## config.mk

```make
export PLATFORM = sky130hd
export DESIGN_NAME = line_wr_addr_gen
export DESIGN_NICKNAME = d
export VERILOG_FILES = /design/src/rtl/lwag_pkg.sv /design/src/rtl/lwag_ctrl.sv /design/src/rtl/lwag_dpath.sv /design/src/rtl/line_wr_addr_gen.sv
export SDC_FILE = /design/constraint.sdc
export NUM_CORES = 1
export LEC_CHECK = 0
export BUFFER_PORTS_ARGS = -buffer_cell sky130_fd_sc_hd__buf_2
export CAP_MARGIN = 20
export CORE_ASPECT_RATIO = 1.5
export CORE_MARGIN = 1
export CORE_UTILIZATION = 29
export DETAILED_ROUTE_END_ITERATION = 8
export PLACE_DENSITY = 0.5
export SLEW_MARGIN = 40
export SYNTH_ARGS = -nofsm -noshare
export SYNTH_HDL_FRONTEND = slang
export SYNTH_SLANG_ARGS = --single-unit
export TNS_END_PERCENT = 10
```

## constraint.sdc

```tcl
create_clock -name clk -period 4.5 [get_ports clk]
set_input_delay 0 -clock clk [delete_from_list [all_inputs] [get_ports clk]]
set_output_delay 0 -clock clk [all_outputs]
set_load 0.05 [all_outputs]
```

## src/rtl/lwag_pkg.sv

```systemverilog
package lwag_pkg;

  // Register selection codes for the per-context window
  typedef enum logic [1:0] {
    SEL_STRIDE = 2'd0,
    SEL_FIRST  = 2'd1,
    SEL_SECOND = 2'd2,
    SEL_NONE   = 2'd3
  } regSel_e;

  // Strobes issued by control to the datapath
  typedef struct packed {
    logic loadFrame;  // copy holding registers and pick frame base
    logic useSecond;  // base chosen for the frame being loaded
    logic startLine;  // begin a line at the precomputed head
    logic stepBurst;  // a burst was accepted
  } lwagStrobes_t;

endpackage

```

## src/rtl/lwag_ctrl.sv

```systemverilog
module lwag_ctrl
  import lwag_pkg::*;
#(
  parameter int LG = 11
) (
  input  logic          clk,
  input  logic          rstN,
  input  logic          ctxEnable,
  input  logic          frameStart,
  input  logic          lineStart,
  input  logic [LG-1:0] lenGran,
  input  logic          dualBuf,
  input  logic          burstReady,
  output lwagStrobes_t  strobes,
  output logic          burstValid
);

  logic [LG-1:0] remaining;
  logic          bufSel;
  logic          firstFrame;

  assign burstValid = (remaining != '0);

  always_comb begin
    strobes.loadFrame = ctxEnable & frameStart;
    strobes.useSecond = firstFrame ? 1'b0 : (dualBuf ? ~bufSel : 1'b0);
    strobes.startLine = ctxEnable & lineStart & ~frameStart & ~burstValid;
    strobes.stepBurst = ctxEnable & ~frameStart & burstValid & burstReady;
  end

  always_ff @(posedge clk) begin
    if (!rstN) begin
      remaining  <= '0;
      bufSel     <= 1'b0;
      firstFrame <= 1'b1;
    end else if (!ctxEnable) begin
      remaining  <= '0;
      bufSel     <= 1'b0;
      firstFrame <= 1'b1;
    end else if (strobes.loadFrame) begin
      remaining  <= '0;
      bufSel     <= strobes.useSecond;
      firstFrame <= 1'b0;
    end else if (strobes.startLine) begin
      remaining  <= lenGran;
    end else if (strobes.stepBurst) begin
      remaining  <= remaining - 1'b1;
    end
  end

  // an offered burst stays offered until accepted
  assert_valid_hold_R6: assert property (@(posedge clk) disable iff (!rstN)
    ctxEnable && burstValid && !burstReady && !frameStart |=> burstValid);

  // buffer choice moves only at an enabled frame start
  assert_buf_stable_R7: assert property (@(posedge clk) disable iff (!rstN)
    ctxEnable && !frameStart |=> $stable(bufSel));

  // equal bases never select the second buffer
  assert_single_buf_R8: assert property (@(posedge clk) disable iff (!rstN)
    ctxEnable && frameStart && !dualBuf |=> !bufSel);

endmodule

```

## src/rtl/lwag_dpath.sv

```systemverilog
module lwag_dpath
  import lwag_pkg::*;
#(
  parameter int ADDR_W   = 32,
  parameter int ALIGN_W  = 5,
  parameter int STRIDE_W = 17,
  parameter int LG       = 11
) (
  input  logic                      clk,
  input  logic                      rstN,
  input  lwagStrobes_t              strobes,
  input  logic                      regWrEn,
  input  logic [1:0]                regSel,
  input  logic [ADDR_W-ALIGN_W-1:0] wrGran,
  input  logic [LG-1:0]             lenGran,
  output logic [ADDR_W-1:0]         regRdData,
  output logic                      dualBuf,
  output logic [ADDR_W-1:0]         burstAddr
);

  localparam int G  = ADDR_W - ALIGN_W;    // address width in 32-byte granules
  localparam int SG = STRIDE_W - ALIGN_W;  // stride width in granules

  logic [SG-1:0] holdStride;
  logic [G-1:0]  holdFirst;
  logic [G-1:0]  holdSecond;
  logic [SG-1:0] actStride;
  logic [G-1:0]  nextHead;
  logic [G-1:0]  curAddr;
  logic [G-1:0]  lineStep;

  regSel_e selE;
  assign selE = regSel_e'(regSel);

  assign dualBuf = (holdFirst != holdSecond);

  // Step to the following line: packed when stride is zero
  always_comb begin
    if (actStride == '0) lineStep = {{(G-LG){1'b0}}, lenGran};
    else                 lineStep = {{(G-SG){actStride[SG-1]}}, actStride};
  end

  always_ff @(posedge clk) begin
    if (!rstN) begin
      holdStride <= '0;
      holdFirst  <= '0;
      holdSecond <= '0;
    end else if (regWrEn) begin
      case (selE)
        SEL_STRIDE: holdStride <= wrGran[SG-1:0];
        SEL_FIRST:  holdFirst  <= wrGran;
        SEL_SECOND: holdSecond <= wrGran;
        default:    ;
      endcase
    end
  end

  always_ff @(posedge clk) begin
    if (!rstN) begin
      actStride <= '0;
      nextHead  <= '0;
      curAddr   <= '0;
    end else if (strobes.loadFrame) begin
      actStride <= holdStride;
      nextHead  <= strobes.useSecond ? holdSecond : holdFirst;
    end else if (strobes.startLine) begin
      curAddr   <= nextHead;
      nextHead  <= nextHead + lineStep;
    end else if (strobes.stepBurst) begin
      curAddr   <= curAddr + 1'b1;
    end
  end

  always_comb begin
    case (selE)
      SEL_STRIDE: regRdData = {{(ADDR_W-STRIDE_W){1'b0}}, holdStride, {ALIGN_W{1'b0}}};
      SEL_FIRST:  regRdData = {holdFirst, {ALIGN_W{1'b0}}};
      SEL_SECOND: regRdData = {holdSecond, {ALIGN_W{1'b0}}};
      default:    regRdData = '0;
    endcase
  end

  assign burstAddr = {curAddr, {ALIGN_W{1'b0}}};

  // address holds when no strobe moves it
  assert_addr_stable_R6: assert property (@(posedge clk) disable iff (!rstN)
    !strobes.stepBurst && !strobes.startLine |=> $stable(burstAddr));

endmodule

```

## src/rtl/line_wr_addr_gen.sv

```systemverilog
module line_wr_addr_gen
  import lwag_pkg::*;
#(
  parameter int ADDR_W   = 32,
  parameter int ALIGN_W  = 5,
  parameter int STRIDE_W = 17,
  parameter int LEN_W    = 16
) (
  input  logic              clk,
  input  logic              rstN,
  input  logic              ctxEnable,
  input  logic              frameStart,
  input  logic              lineStart,
  input  logic [LEN_W-1:0]  lineBytes,
  input  logic              regWrEn,
  input  logic [1:0]        regSel,
  input  logic [ADDR_W-1:0] regWrData,
  output logic [ADDR_W-1:0] regRdData,
  output logic              burstValid,
  input  logic              burstReady,
  output logic [ADDR_W-1:0] burstAddr
);

  localparam int LG = LEN_W - ALIGN_W;

  lwagStrobes_t  strobes;
  logic          dualBuf;
  logic [LG-1:0] lenGran;
  logic          lowBitsUnused;

  assign lenGran       = lineBytes[LEN_W-1:ALIGN_W];
  assign lowBitsUnused = ^{lineBytes[ALIGN_W-1:0], regWrData[ALIGN_W-1:0]};

  lwag_ctrl #(.LG(LG)) ctrl_i (
    .clk       (clk),
    .rstN      (rstN),
    .ctxEnable (ctxEnable),
    .frameStart(frameStart),
    .lineStart (lineStart),
    .lenGran   (lenGran),
    .dualBuf   (dualBuf),
    .burstReady(burstReady),
    .strobes   (strobes),
    .burstValid(burstValid)
  );

  lwag_dpath #(
    .ADDR_W  (ADDR_W),
    .ALIGN_W (ALIGN_W),
    .STRIDE_W(STRIDE_W),
    .LG      (LG)
  ) dpath_i (
    .clk      (clk),
    .rstN     (rstN),
    .strobes  (strobes),
    .regWrEn  (regWrEn),
    .regSel   (regSel),
    .wrGran   (regWrData[ADDR_W-1:ALIGN_W]),
    .lenGran  (lenGran),
    .regRdData(regRdData),
    .dualBuf  (dualBuf),
    .burstAddr(burstAddr)
  );

endmodule

```

==> results.md <==
- The number of setup buffers added after CTS is 0.
- The post-place instance area is 9523 sq um.
- The start of the worst register-to-register path is dpath_i.actStride[1]$_SDFFE_PN0P_.
- The number of clock buffers inserted by TritonCTS is 17.
- In this run the tightest slew margin relative to its limit is between 40% and 50%.
- The number of instances resized during post-cts repair is 0.
- After routing the design area is approximately 11,000 sq um.
- The peak per-stage delay on the critical path is ~480 ps.
- At the end of routability-driven placement, the weighted congestion stood at a little over 0.8.
- The violation count after the first detailed-route iteration is approximately 430.
- Summed over all failing endpoints, the final setup total negative slack is 0 ps.
- The number of buffers added on ports is 101.
- The shortest period the worst path allows is 3660 ps.
- In the synthesized netlist, the cells that appear most often are nand2_1, dfxtp_1, a21oi_1, nor2_1, clkbuf_1.
- The critical path in this run is classified as reg -> reg.
- The remaining global-route overflow is 0.
- The H-tree generated during clock tree synthesis spans 4 levels.
- The synthesis-to-finish area growth is 20.61%.
- The post-route DRC violation count is 0.
- Data on the critical path arrives at its endpoint at roughly 4000 ps.
- The HPWL after detailed placement is between 20,000 and 25,000 microns.
- The clock tree buffer depth is 2.
- The total setup violations reported at the end of the flow is 0.
- The initial antenna violation count is 1.
- The classification of the worst-slack hold path is in -> reg.
- The die covers around 31,000 sq um.
- Setup repair after global routing left no endpoint under its margin.
- The largest area contributor in the synthesized netlist is dfxtp_1.
- The total wirelength of the detailed-routed design is 28,690 microns.
- The routed layout has approximately 8,400 vias.
- The cell family contributing the most delay on the critical path is compound AO/OA/AOI/OAI gates.
- The core region area is 29,580 sq um.
- For this design, the slowest cell found on the critical path is and3_1.
- The post-synthesis async set-or-reset flop share is 0%.
- The site row count is 77.
- Yosys attributes the largest share of cell area to dfxtp_1, nand2_1, a21oi_1.
- The number of placed instances with taps included is 1,563.
- The final antenna diode count is 0.
- STA classifies the critical path startpoint as a register.
- The synthesized netlist cell count is 1,137.
- Entering global routing, the biggest net connects 57 pins.
- The first global-routing pass estimated between 40,000 and 50,000 microns of wire.
- The endpoint type of the worst setup path is a register.
- In this run the count of I/O pins placed on the die edge is 122.
- Summed over its instances, the top area cell type makes up roughly a third of the synthesized netlist area.
- The launching instance or port of the critical path is dpath_i.actStride[1]$_SDFFE_PN0P_.
- The minimum setup slack after placement is roughly 770 ps.
- For this design the ratio of total power to cell area is approximately 340 nW/um^2.
- The total routing resource utilization after global routing is 19.15%.
- The proportion of synthesized chip area in sequential cells is between 30% and 40%.
- The routed length per instance is about 18 microns.
- The detail route stage leaves a number of antenna-violating nets equal to 0.
- The clock latency on the worst-skew pair is roughly 450 ps.
- In this run, synthesis produced a sequential element count of between 100 and 150.
- Of all nets on the critical path, the largest fanout is 11.
- In this run the critical register-to-register path is captured at dpath_i.nextHead[11]$_SDFFE_PN0P_.
- The total count of hold-check failures in the final report came to 0.
- The flow ran to the end, and the final reports show no timing, DRC or antenna violations.
- Clock skew on the completed layout was measured at ~10 ps.
- The critical path crosses 11 cells after its start point.
- The initial core utilization is roughly 30%.
- TritonCTS built the clock tree.
- Leaving out filler cells and counting taps, the final layout contains 1,636.
- Cells fill 35.75% of the core in the end.
- The actual slew at the worst max-slew pin is a little under 800 ps.
- Once routing completed, OpenROAD measured the worst setup slack at around 840 ps.
- The most used flip-flop cell after synthesis is dfxtp_1.
- The clock net in this run drives a total of around 150 sinks.
- The tree is rooted in a clkbuf_16.
- Clock-pin slew was measured on the worst setup and hold paths at about 60 ps.
- The filler cells instantiated in the layout total ~3,200.
- In this run the horizontal extent of the chip is between 100 and 150 microns.
- The capturing instance or port of the critical path is dpath_i.nextHead[11]$_SDFFE_PN0P_.
- After detailed routing, the number of vias per cell comes to 5.133.
- The proportion of layout cells with a drive suffix above 1 is ~15%.
- The setup check on the worst reg-to-reg path leaves a slack of roughly 840 ps.
- The die extent in y is 214.9 microns.
- The worst vdd rail ir drop is slightly below 300 uV.
- The number of cells on the worst reg-to-reg path is 11.
- The post-synthesis cell type count is 81.
- The count of pins over their slew limit is 0.
- The number of synthesized flops with an enable pin is 0.
- The mean post-synth cell area is just under 8 sq um.
- The tool flagged a number of max-cap violations equal to 0.
- At the worst endpoint, the required time is roughly 4800 ps.
- The via count of the first global-routing pass is about 8,000.
- The maximum clock frequency is roughly 0.27 GHz.
- Summing every instance area after synthesis gives 8766 sq um.
- The count of warnings emitted by yosys is 0.
- The final clock period utilization by the worst path is about four fifths.
- The leakage power total is ~4.0 nW.
- The critical path contains buffers and inverters numbering 0 combined.
- By instance count, the leading cell after synthesis is nand2_1.
- For this run, the detailed router's first-pass iteration total came to 5.
- Walking the worst path, the cells encountered are nor4_1 -> and3_1 -> a21o_1 -> ha_1 -> a2111oi_2 -> o21ai_1 -> a311oi_2 -> nor2_1 -> xnor2_1 -> and4_1 -> a2111oi_0.
- The net count reported at finish is roughly 1,300.
[worst min-delay path by stage]
stage / slack [ps] / to / startpoint / cells past startpoint
final: 40 / ctrl_i.remaining[4]$_SDFFE_PP0N_ / lineStart / 4
after global routing: 60 / ctrl_i.remaining[4]$_SDFFE_PP0N_ / lineStart / 4
after CTS: 30 / ctrl_i.remaining[4]$_SDFFE_PP0N_ / lineStart / 4
after detailed placement: 260 / dpath_i.holdSecond[13]$_SDFFE_PN0P_ / regWrData[18] / 3
after global placement: 250 / dpath_i.holdSecond[16]$_SDFFE_PN0P_ / regWrData[21] / 3
after floorplan: 140 / dpath_i.holdStride[0]$_SDFFE_PN0P_ / regWrData[5] / 2
[worst register-to-register path, stage by stage, from the launching register on]
cell       delay, ps
dfxtp_1          320
nor4_1           350
and3_1           480
a21o_1           180
ha_1             320
a2111oi_2        320
o21ai_1          240
a311oi_2         440
nor2_1           170
xnor2_1          180
and4_1           220
a2111oi_0        320
[placed cells by master, fill, tap and decap left out, drive strengths merged, types with 22 or more instances in the layout]
cell type / instances
a211oi: 35
a21oi: 121
buf: 117
dfxtp: 145
dlygate4sd3: 41
inv: 22
mux2i: 38
nand2: 219
nand4: 22
nor2: 67
o21ai: 54
xnor2: 51
[layout make-up]
type | instances | area [sq um] | area share (%)
Clock buffer | 18 | 439.2 | 4.154
Clock inverter | 14 | 200.2 | 1.893
Inverter | 18 | 70.07 | 0.6627
Multi-Input combinational cell | 888 | 5426 | 51.33
Sequential cell | 145 | 2903 | 27.46
Tap cell | 395 | 494.2 | 4.675
Timing Repair Buffer | 158 | 1040 | 9.834
[cell families (layout without fill, tap and decap cells)]
group,Yosys count,in the layout,share of synthesized area (%)
AOI/OAI and AO/OA,315,315,23.37
DFF,145,145,33.11
and+or+nand+nor,437,437,23.84
other,1,10,0.04278
xor gates and xnor gates,66,66,6.594
adders and majority gates,14,14,2.084
muxes,46,46,5.367
buffers and inverters,113,208,5.595
[per-layer routing]
metal | up-vias | global-route usage [%] | share of wire [%]
li1 | 4234 | - | -
met1 | 3929 | 22.81 | 43
met2 | 198 | 33.22 | 50
met3 | 34 | 2.963 | 4.2
met4 | 2 | 8.582 | 2.5
met5 | - | 0 | 0.028
[registers in the layout, indices dropped and copies added (netlist names)]
| signal | flops |
|---|---|
| dpath_i.holdSecond | 27 |
| ctrl_i.firstFrame | 1 |
| dpath_i.nextHead | 27 |
| ctrl_i.bufSel | 1 |
| dpath_i.curAddr | 27 |
| ctrl_i.remaining | 11 |
| dpath_i.holdStride | 12 |
| dpath_i.actStride | 12 |
| dpath_i.holdFirst | 27 |
[report_power, final]
| group | internal (mW) | switching, mW | total, mW |
|---|---|---|---|
| sequential | 1.34 | 0.0723 | 1.41 |
| clock | 0.949 | 0.620 | 1.57 |
| combinational | 0.212 | 0.386 | 0.598 |
[metrics by stage]
stage / power, mW / hold slack, ps
finish: 3.574 / 41.76
global route: 3.723 / 58.51
CTS: 3.606 / 25.99
detailed placement: 2.009 / 262.0
global placement: 2.005 / 253.6
floorplan: 1.843 / 136.0
[repair_timing]
item / 4_1_cts / 5_1_grt
hold buffers: 41 / 0
endpoints found under the setup margin: 0 / 0
hold endpoints to repair: 79 / 0
Power figures use the tool's default switching activity.
